### config.mk
export PLATFORM = sky130hd
export DESIGN_NAME = crt_raster_gen
export DESIGN_NICKNAME = d
export VERILOG_FILES = /design/src/rtl/crt_pkg.sv /design/src/rtl/crt_timing_regs.sv /design/src/rtl/crt_counters.sv /design/src/rtl/crt_sync_decode.sv /design/src/rtl/crt_raster_gen.sv
export SDC_FILE = /design/constraint.sdc
export NUM_CORES = 1
export LEC_CHECK = 0
export CORE_MARGIN = 2
export CORE_UTILIZATION = 40
export DETAILED_ROUTE_END_ITERATION = 16
export PLACE_DENSITY = 0.69
export SLEW_MARGIN = 25
export SYNTH_ARGS = -nofsm -noshare
export SYNTH_HDL_FRONTEND = slang
export SYNTH_SLANG_ARGS = --single-unit
### constraint.sdc
create_clock -name clk -period 2 [get_ports clk]
set_input_delay 0.4 -clock clk [delete_from_list [all_inputs] [get_ports clk]]
set_output_delay 0.4 -clock clk [all_outputs]
set_load 0.005 [all_outputs]
### src/rtl/crt_pkg.sv
package crt_pkg;
    // number of 11-bit timing values and their slot order (address order)
    localparam int NUM_T    = 9;
    localparam int T_HTOT   = 0;
    localparam int T_HDE    = 1;
    localparam int T_HSS    = 2;
    localparam int T_HSEA   = 3;
    localparam int T_HSEB   = 4;
    localparam int T_VTOT   = 5;
    localparam int T_VDE    = 6;
    localparam int T_VSS    = 7;
    localparam int T_VSE    = 8;

    localparam logic [7:0] CTRL_ADDR  = 8'h12;
    localparam logic [7:0] TIME_BASE  = 8'h13;

    localparam int RUN_BIT  = 0;
    localparam int ALT_BIT  = 1;
endpackage

### src/rtl/crt_timing_regs.sv
module crt_timing_regs
    import crt_pkg::*;
#(
    parameter int CW = 11,
    parameter int AW = 8,
    parameter int DW = 8
) (
    input  logic                       clk,
    input  logic                       rst_n,
    input  logic                       wr_en,
    input  logic [AW-1:0]              wr_addr,
    input  logic [DW-1:0]              wr_data,
    input  logic                       frame_wrap,
    output logic [DW-1:0]              ctrl_q,
    output logic [NUM_T-1:0][CW-1:0]   act_q
);
    localparam int HI_W = CW - DW;

    typedef struct packed {
        logic [DW-1:0]            ctrl;
        logic [NUM_T-1:0][CW-1:0] shadow;
        logic [NUM_T-1:0][CW-1:0] active;
    } regs_t;

    regs_t         r_d, r_q;
    logic [AW-1:0] offs_d;
    logic          in_range_d;

    always_comb begin
        r_d        = r_q;
        offs_d     = wr_addr - AW'(TIME_BASE);
        in_range_d = (wr_addr >= AW'(TIME_BASE));
        // shadow -> active: continuously when stopped, at frame wrap when running
        if (!r_q.ctrl[RUN_BIT] || frame_wrap) begin
            r_d.active = r_q.shadow;
        end
        if (wr_en) begin
            if (wr_addr == AW'(CTRL_ADDR)) begin
                r_d.ctrl = wr_data;
            end
            for (int k = 0; k < NUM_T; k++) begin
                if (in_range_d && offs_d == AW'(2 * k)) begin
                    r_d.shadow[k][DW-1:0] = wr_data;
                end
                if (in_range_d && offs_d == AW'(2 * k + 1)) begin
                    r_d.shadow[k][CW-1:DW] = wr_data[HI_W-1:0];
                end
            end
        end
    end

    always_ff @(posedge clk) begin
        if (!rst_n) begin
            r_q <= '0;
        end else begin
            r_q <= r_d;
        end
    end

    assign ctrl_q = r_q.ctrl;
    assign act_q  = r_q.active;
endmodule

### src/rtl/crt_counters.sv
module crt_counters #(
    parameter int CW = 11,
    parameter int GB = 2
) (
    input  logic          clk,
    input  logic          rst_n,
    input  logic          run,
    input  logic [CW-1:0] htot,
    input  logic [CW-1:0] vtot,
    output logic [CW-1:0] h_q,
    output logic [CW-1:0] v_q,
    output logic          frame_wrap
);
    typedef struct packed {
        logic [CW-1:0] h;
        logic [CW-1:0] v;
    } cnt_t;

    cnt_t c_d, c_q;
    logic line_end_d;

    always_comb begin
        c_d        = c_q;
        line_end_d = (c_q.h[GB-1:0] == '1) && (c_q.h[CW-1:GB] == htot[CW-1:GB]);
        frame_wrap = run && line_end_d && (c_q.v == vtot);
        if (run) begin
            if (line_end_d) begin
                c_d.h = '0;
                c_d.v = (c_q.v == vtot) ? '0 : c_q.v + CW'(1);
            end else begin
                c_d.h = c_q.h + CW'(1);
            end
        end
    end

    always_ff @(posedge clk) begin
        if (!rst_n) begin
            c_q <= '0;
        end else begin
            c_q <= c_d;
        end
    end

    assign h_q = c_q.h;
    assign v_q = c_q.v;
endmodule

### src/rtl/crt_sync_decode.sv
module crt_sync_decode #(
    parameter int CW = 11,
    parameter int GB = 2
) (
    input  logic [CW-1:0] h,
    input  logic [CW-1:0] v,
    input  logic [CW-1:0] hde,
    input  logic [CW-1:0] hss,
    input  logic [CW-1:0] hse_a,
    input  logic [CW-1:0] hse_b,
    input  logic [CW-1:0] vde,
    input  logic [CW-1:0] vss,
    input  logic [CW-1:0] vse,
    input  logic          alt,
    output logic          disp,
    output logic          hs,
    output logic          vs
);
    localparam int GW = CW - GB;

    logic [GW-1:0] grp_d;
    logic [CW-1:0] hend_d;

    always_comb begin
        grp_d  = h[CW-1:GB];
        hend_d = alt ? hse_b : hse_a;
        disp   = (grp_d < hde[CW-1:GB]) && (v <= vde);
        hs     = (grp_d >= hss[CW-1:GB]) && (grp_d < hend_d[CW-1:GB]);
        vs     = (v >= vss) && (v < vse);
    end
endmodule

### src/rtl/crt_raster_gen.sv
module crt_raster_gen
    import crt_pkg::*;
#(
    parameter int CW = 11,
    parameter int GB = 2,
    parameter int AW = 8,
    parameter int DW = 8
) (
    input  logic          clk,
    input  logic          rst_n,
    input  logic          wr_en,
    input  logic [AW-1:0] wr_addr,
    input  logic [DW-1:0] wr_data,
    output logic [CW-1:0] h_count,
    output logic [CW-1:0] v_count,
    output logic          disp_en,
    output logic          hsync,
    output logic          vsync
);
    logic [DW-1:0]            ctrl_q;
    logic [NUM_T-1:0][CW-1:0] act_q;
    logic                     frame_wrap;

    crt_timing_regs #(.CW(CW), .AW(AW), .DW(DW)) u_regs (
        .clk        (clk),
        .rst_n      (rst_n),
        .wr_en      (wr_en),
        .wr_addr    (wr_addr),
        .wr_data    (wr_data),
        .frame_wrap (frame_wrap),
        .ctrl_q     (ctrl_q),
        .act_q      (act_q)
    );

    crt_counters #(.CW(CW), .GB(GB)) u_cnt (
        .clk        (clk),
        .rst_n      (rst_n),
        .run        (ctrl_q[RUN_BIT]),
        .htot       (act_q[T_HTOT]),
        .vtot       (act_q[T_VTOT]),
        .h_q        (h_count),
        .v_q        (v_count),
        .frame_wrap (frame_wrap)
    );

    crt_sync_decode #(.CW(CW), .GB(GB)) u_dec (
        .h     (h_count),
        .v     (v_count),
        .hde   (act_q[T_HDE]),
        .hss   (act_q[T_HSS]),
        .hse_a (act_q[T_HSEA]),
        .hse_b (act_q[T_HSEB]),
        .vde   (act_q[T_VDE]),
        .vss   (act_q[T_VSS]),
        .vse   (act_q[T_VSE]),
        .alt   (ctrl_q[ALT_BIT]),
        .disp  (disp_en),
        .hs    (hsync),
        .vs    (vsync)
    );
endmodule

Yosys cells after proc, flatten, opt, wreduce, memory -nomap -nowiden
Index checks and enable logic that the tools add are counted.
Widths: inputs -> output; s select.
{ "totals": {"ff_bits": 222, "inputBits": 19, "output_inout_bits": 25, "wordCells": 111} }
{ "op_classes": {"addsub": 3, "n_lt_le_gt_ge": 7, "eq_ne": 21, "mux": 3, "reduce_logical": 47} }
{ "op_table": {"columns": ["op", "n"], "rows": [
  ["$eq 8x4->1 const B", 8],
  ["$reduce_and 2->1", 20],
  ["$mux 11", 3],
  ["$eq 8x3->1 const B", 4],
  ["$eq 8x5->1 const B", 3],
  ["$logic_and 1x1->1", 24],
  ["$add 11x1->11 const B", 2],
  ["$lt 9x9->1", 2],
  ["$eq 8x2->1 const B", 2],
  ["$eq 11x11->1", 1],
  ["$ge 11x11->1", 1],
  ["$le 11x11->1", 1],
  ["$lt 11x11->1", 1],
  ["$eq 9x9->1", 1],
  ["$ge 9x9->1", 1],
  ["$eq 8x1->1 const B", 1],
  ["$ge 8x5->1 const B", 1],
  ["$logic_not 8->1", 1],
  ["$sub 8x5->8 const B", 1],
  ["$eq 2x2->1 const B", 1],
  ["$logic_not 1->1", 1],
  ["$logic_or 1x1->1", 1]
]} }

Depth between registers and ports, before layout
{ "logic_depth": {"depth_word": 5, "mapped_depth": 10, "ltp_nobuf": 8} }

By module
From an unflattened synthesis, not the netlist that was laid out.
{ "hier_totals": {"hier_cells": 1272, "area_unflattened_um2": 11208.2} }
{ "by_module_without_submodules": {"columns": ["mod", "instances", "cells_each", "area_per_inst_um2", "seq_area_each_um2"], "rows": [
  ["crt_timing_regs", 1, 923, 8443.1, 4124.0],
  ["crt_sync_decode", 1, 195, 1471.4, 0.0],
  ["crt_counters", 1, 154, 1293.7, 440.4]
]} }

Worst setup path before layout
Ideal clock, no wire load.
{ "synth_path": {"kind": "reg-to-output", "start": "register u_regs.r_q (netlist bit u_regs.ctrl_q[1])", "end": "output port hsync", "arrival_time_ns": 1.788, "t_required_ns": 1.600, "setup_slack_ns": -0.188, "stages_incl_launch_ff": 10, "path_cell_list": "dfxtp_1 buf_2 mux2i_1 ha_1 a21o_1 a21oi_1 nor2b_1 o311ai_0 nand2_1 a21oi_1"} }
{ "synth_between": {"elab_chain_cells": 3} }
{ "synth_rtl": {"columns": ["element", "line_no", "source"], "rows": [
  ["start, declared", "crt_timing_regs.sv:25", "regs_t r_d, r_q;"],
  ["start signal, assigned", "crt_timing_regs.sv:56", "r_q <= r_d;"],
  ["$mux 11", "crt_sync_decode.sv:26", "hend_d = alt ? hse_b : hse_a;"],
  ["$lt 9x9->1", "crt_sync_decode.sv:28", "hs = (grp_d >= hss[CW-1:GB]) && (grp_d < hend_d[CW-1:GB]);"],
  ["$logic_and 1x1->1", "crt_sync_decode.sv:28", null],
  ["end, declared", "crt_raster_gen.sv:17", "output logic hsync,"]
]} }
No other way between the ends.

Final worst setup path
Same ends and word-level chain as after synthesis.

==> results.md <==
- Worst Hold Endpoint: u_regs.act_q[91]$_SDFFE_PN0P_
- CTS Buf Count: 21
- Clock root cell: clkbuf_16
- Post-synth EDFFs: 0
- Rel. slew slack: 0.607
- P_int: 6.46 mW
- Post-Synth Simple-Gate Area: 0.214
- Met2 wire len: ~13000 µm
- Synth Area in Adders: 0.0777
- Core Region: 23400 µm²
- Main combinational cell family by area after synthesis: simple AND/OR/NAND/NOR gates
- Failing checks: negative setup slack
- Fin cells: 1552
- Pre-antenna DRT Iters: 5
- Worst Clk Skew: about 0.011 ns
- Sequential area share after synthesis: 0.426
- Multi-input gate area: 5730 µm²
- CP startpoint: u_regs.ctrl_q[1]$_SDFFE_PN0P_
- Worst setup SP type: flip-flop
- Placed Cells: 1479
- Ys async rst share: 0
- Share of cells above drive strength 1: 0.292
- Worst r2r path cells: 13
- Switching share of power: 0.220
- Clock Path Buffers: 3
- Port Buffers: 43
- Mux contribution to synthesized area: 0.105
- Worst path required time: 1.60 ns
- XOR/XNOR Fraction of Synth Area: 0.0341
- Clock transition at path regs: 0.06 ns
- Routed Antenna Nets: 0
- Global-route wire length before repair: between 30000 and 40000 µm
- Wire length on met1: between 10000 and 15000 µm
- Leak: 5.14 nW
- Most common cell after layout, fill and taps aside: dfxtp_1
- N_diodes: 0
- Tmin final: 2.71 ns
- Height of the die: 158 µm
- Total power: 8.28 mW
- Ys Warns: 0
- R2R Path Start: u_cnt.v_q[5]$_SDFFE_PN0P_
- P&R area growth vs syn: 41.6%
- Clock sinks: 202
- Mean post-synth cell area: 8.98 µm²
- Most used DFF post-synth: dfxtp_1
- Synth top area share: 0.426
- Fmax: 369 MHz
- Netlist Area Pre-Place: around 9500 µm²
- Synth area leaders: dfxtp_1 (43%), mux2i_1 (11%), ha_1 (7.8%), nor2b_1 (6.1%), nand3_1 (5.5%)
- Flip-flop and latch area: 4100 µm²
- Post-synthesis compound-gate area fraction: 0.0915
- Die span in x: 158 µm
- Area leader, netlist: dfxtp_1
- Nets: 1299
- HPWL after DPL: approximately 16000 µm
- Initial antenna violation count: 0
- Boundary Pins: 44
- Metal3 WL: ~1200 µm
- Reg2reg end: u_regs.act_q[49]$_SDFFE_PN0P_
- Global Route Usage Sum: 0.191
- Fillcell total: between 1500 and 2000
- Global route overflow: 0
- CTS tree: yes
- Final worst-path cycle share: 1.35
- Crit path DAT: 2.31 ns
- WL/cell: 17.5 µm
- Final Util: 0.575
- Gate power share: 0.043
- Worst vdd ir: approximately 0.45 mV
- Routed vias: around 8000
- Row count: 56
- P_sw: approximately 1.8 mW
- Synth unique cells: 48
- Worst-path maximum fanout: 5
- Worst-Margin Slew: 0.589 ns
- Final hold viol count: 0
- Starting DRC count in detailed routing: between 500 and 600
- Largest net degree at the start of global routing: 64
- Clock network power share: 0.473
- Initial Util: 0.406
- Max_cap viols: 0
- Drt drc: 0
- Final RePlAce weighted congestion: between 0.8 and 0.9
- Vias in the first global route: 7539
- Status: complete, but fails checks
- Design Area, Final: 13500 µm²
- Pre-CTS setup slack: -0.689 ns
- Slew Viols, Final: 0
- WL final: between 20000 and 30000 µm
- WHS Path Cells: 3
- Synthesized Nets: 1136
- Share of total power in sequential cells: 0.485
- Power Dens Cells: just over 600 nW/µm²
- Final setup violation count: 95
- Yosys reg bits: 202
- Die Area: 25000 µm²
- Worst Setup End Kind: output port
- Hold Crit Class: in -> reg
- Placed Area: 11200 µm²
- Commonest non-fill, non-tap cells in the layout: dfxtp_1 (180), nand2_1 (111), mux2i_1 (99), buf_4 (98), nor2b_1 (92)
- Top layer in use: met4
- Cells after synthesis: about 1100
- Final worst setup slack: -0.707 ns
- Worst-Skew Late Latency: 0.50 ns
- H-tree depth: 1
- RSZ-0062 raised after global routing: yes
- Average vias per placed instance: a little over 5
- Hold_sp: rst_n
- Setup CP Type: reg -> out
- Reg2Reg Setup Slack: -0.23 ns
flip-flops by register name, indices dropped and copies added (netlist names):
| name | flops |
|---|---|
| u_cnt.h_q | 11 |
| u_cnt.v_q | 11 |
| u_regs.act_q | 89 |
| u_regs.ctrl_q | 2 |
| u_regs.r_q | 89 |
worst max-delay path, cell delays in order (launching register included):
cell      delay (ns)
dfxtp_2         0.35
buf_6           0.13
mux2i_1         0.25
ha_1            0.29
a21oi_2         0.14
nor2b_1         0.05
o311ai_1        0.25
nand2_1         0.10
a21oi_2         0.12
buf_2           0.12
Yosys cell counts, types with 4 or more instances:
cell type	count
and3_1	4
o211ai_1	4
a21oi_1	19
or3_1	4
nand3_1	105
nor3_1	9
ha_1	59
nor4_1	4
nor2b_1	92
clkbuf_1	51
xor2_1	20
dfxtp_1	202
xnor2_1	17
a21o_1	9
a21boi_0	4
nand2b_1	7
o21ai_0	100
nand2_1	112
buf_4	4
inv_1	51
nor2_1	25
nand4_1	9
buf_2	9
mux2i_1	100
worst max path at each step:
stage                                   endpoint  slack, ns  depth (start not counted)
floorplan           u_regs.r_q[112]$_SDFFE_PN0P_      -0.10                          9
CTS                                        hsync      -0.71                          9
detailed placement                         hsync      -0.69                          9
global route                               hsync      -0.88                          9
finish                                     hsync      -0.71                          9
global placement                           hsync      -0.67                          9
metal layers:
layer	up-vias	track usage
li1	3939	-
met1	3826	0.261
met2	180	0.310
met3	70	0.0249
met4	0	0.0699
met5	-	0
power groups by stage:
stage	clock network (mW)	registers (mW)	logic, mW
CTS	3.94	4.02	0.324
detailed placement	0	4.12	0.324
global placement	0	4.12	0.324
finish	3.92	4.01	0.353
floorplan	0	4.12	0.169
global route	4.10	4.01	0.373
cells by family (layout without fill, tap and decap cells):
family	count (synthesis)	in the layout
flops	202	202
xor+xnor	37	37
mux	100	100
fa+ha+maj	59	59
simple gates	388	388
compound gates	154	154
buf+inv	118	293
timing repair:
action	in CTS	in global routing
gates resized for setup	62	259
endpoints found under the hold margin	0	0
gates cloned	0	26
hold buffers	0	0
endpoints found under the setup margin	154	170
buffers inserted	5	7
pin swaps	20	23
cell type report:
type / instances / area share
Clock buffer: 31 / 0.0471
Clock inverter: 4 / 0.00353
Inverter: 51 / 0.0142
Multi-Input combinational cell: 738 / 0.426
Sequential cell: 202 / 0.305
Tap cell: 319 / 0.0297
Timing Repair Buffer: 207 / 0.175
metrics by stage:
step	hold slack (ns)	TNS, ns
6_report	0.376	-17.29
5_1_grt	0.422	-26.67
4_1_cts	0.361	-19.08
3_5_place_dp	0.450	-67.43
3_3_place_gp	0.444	-64.31
2_1_floorplan	0.435	-1.71
(Power assumes the default switching activity.)
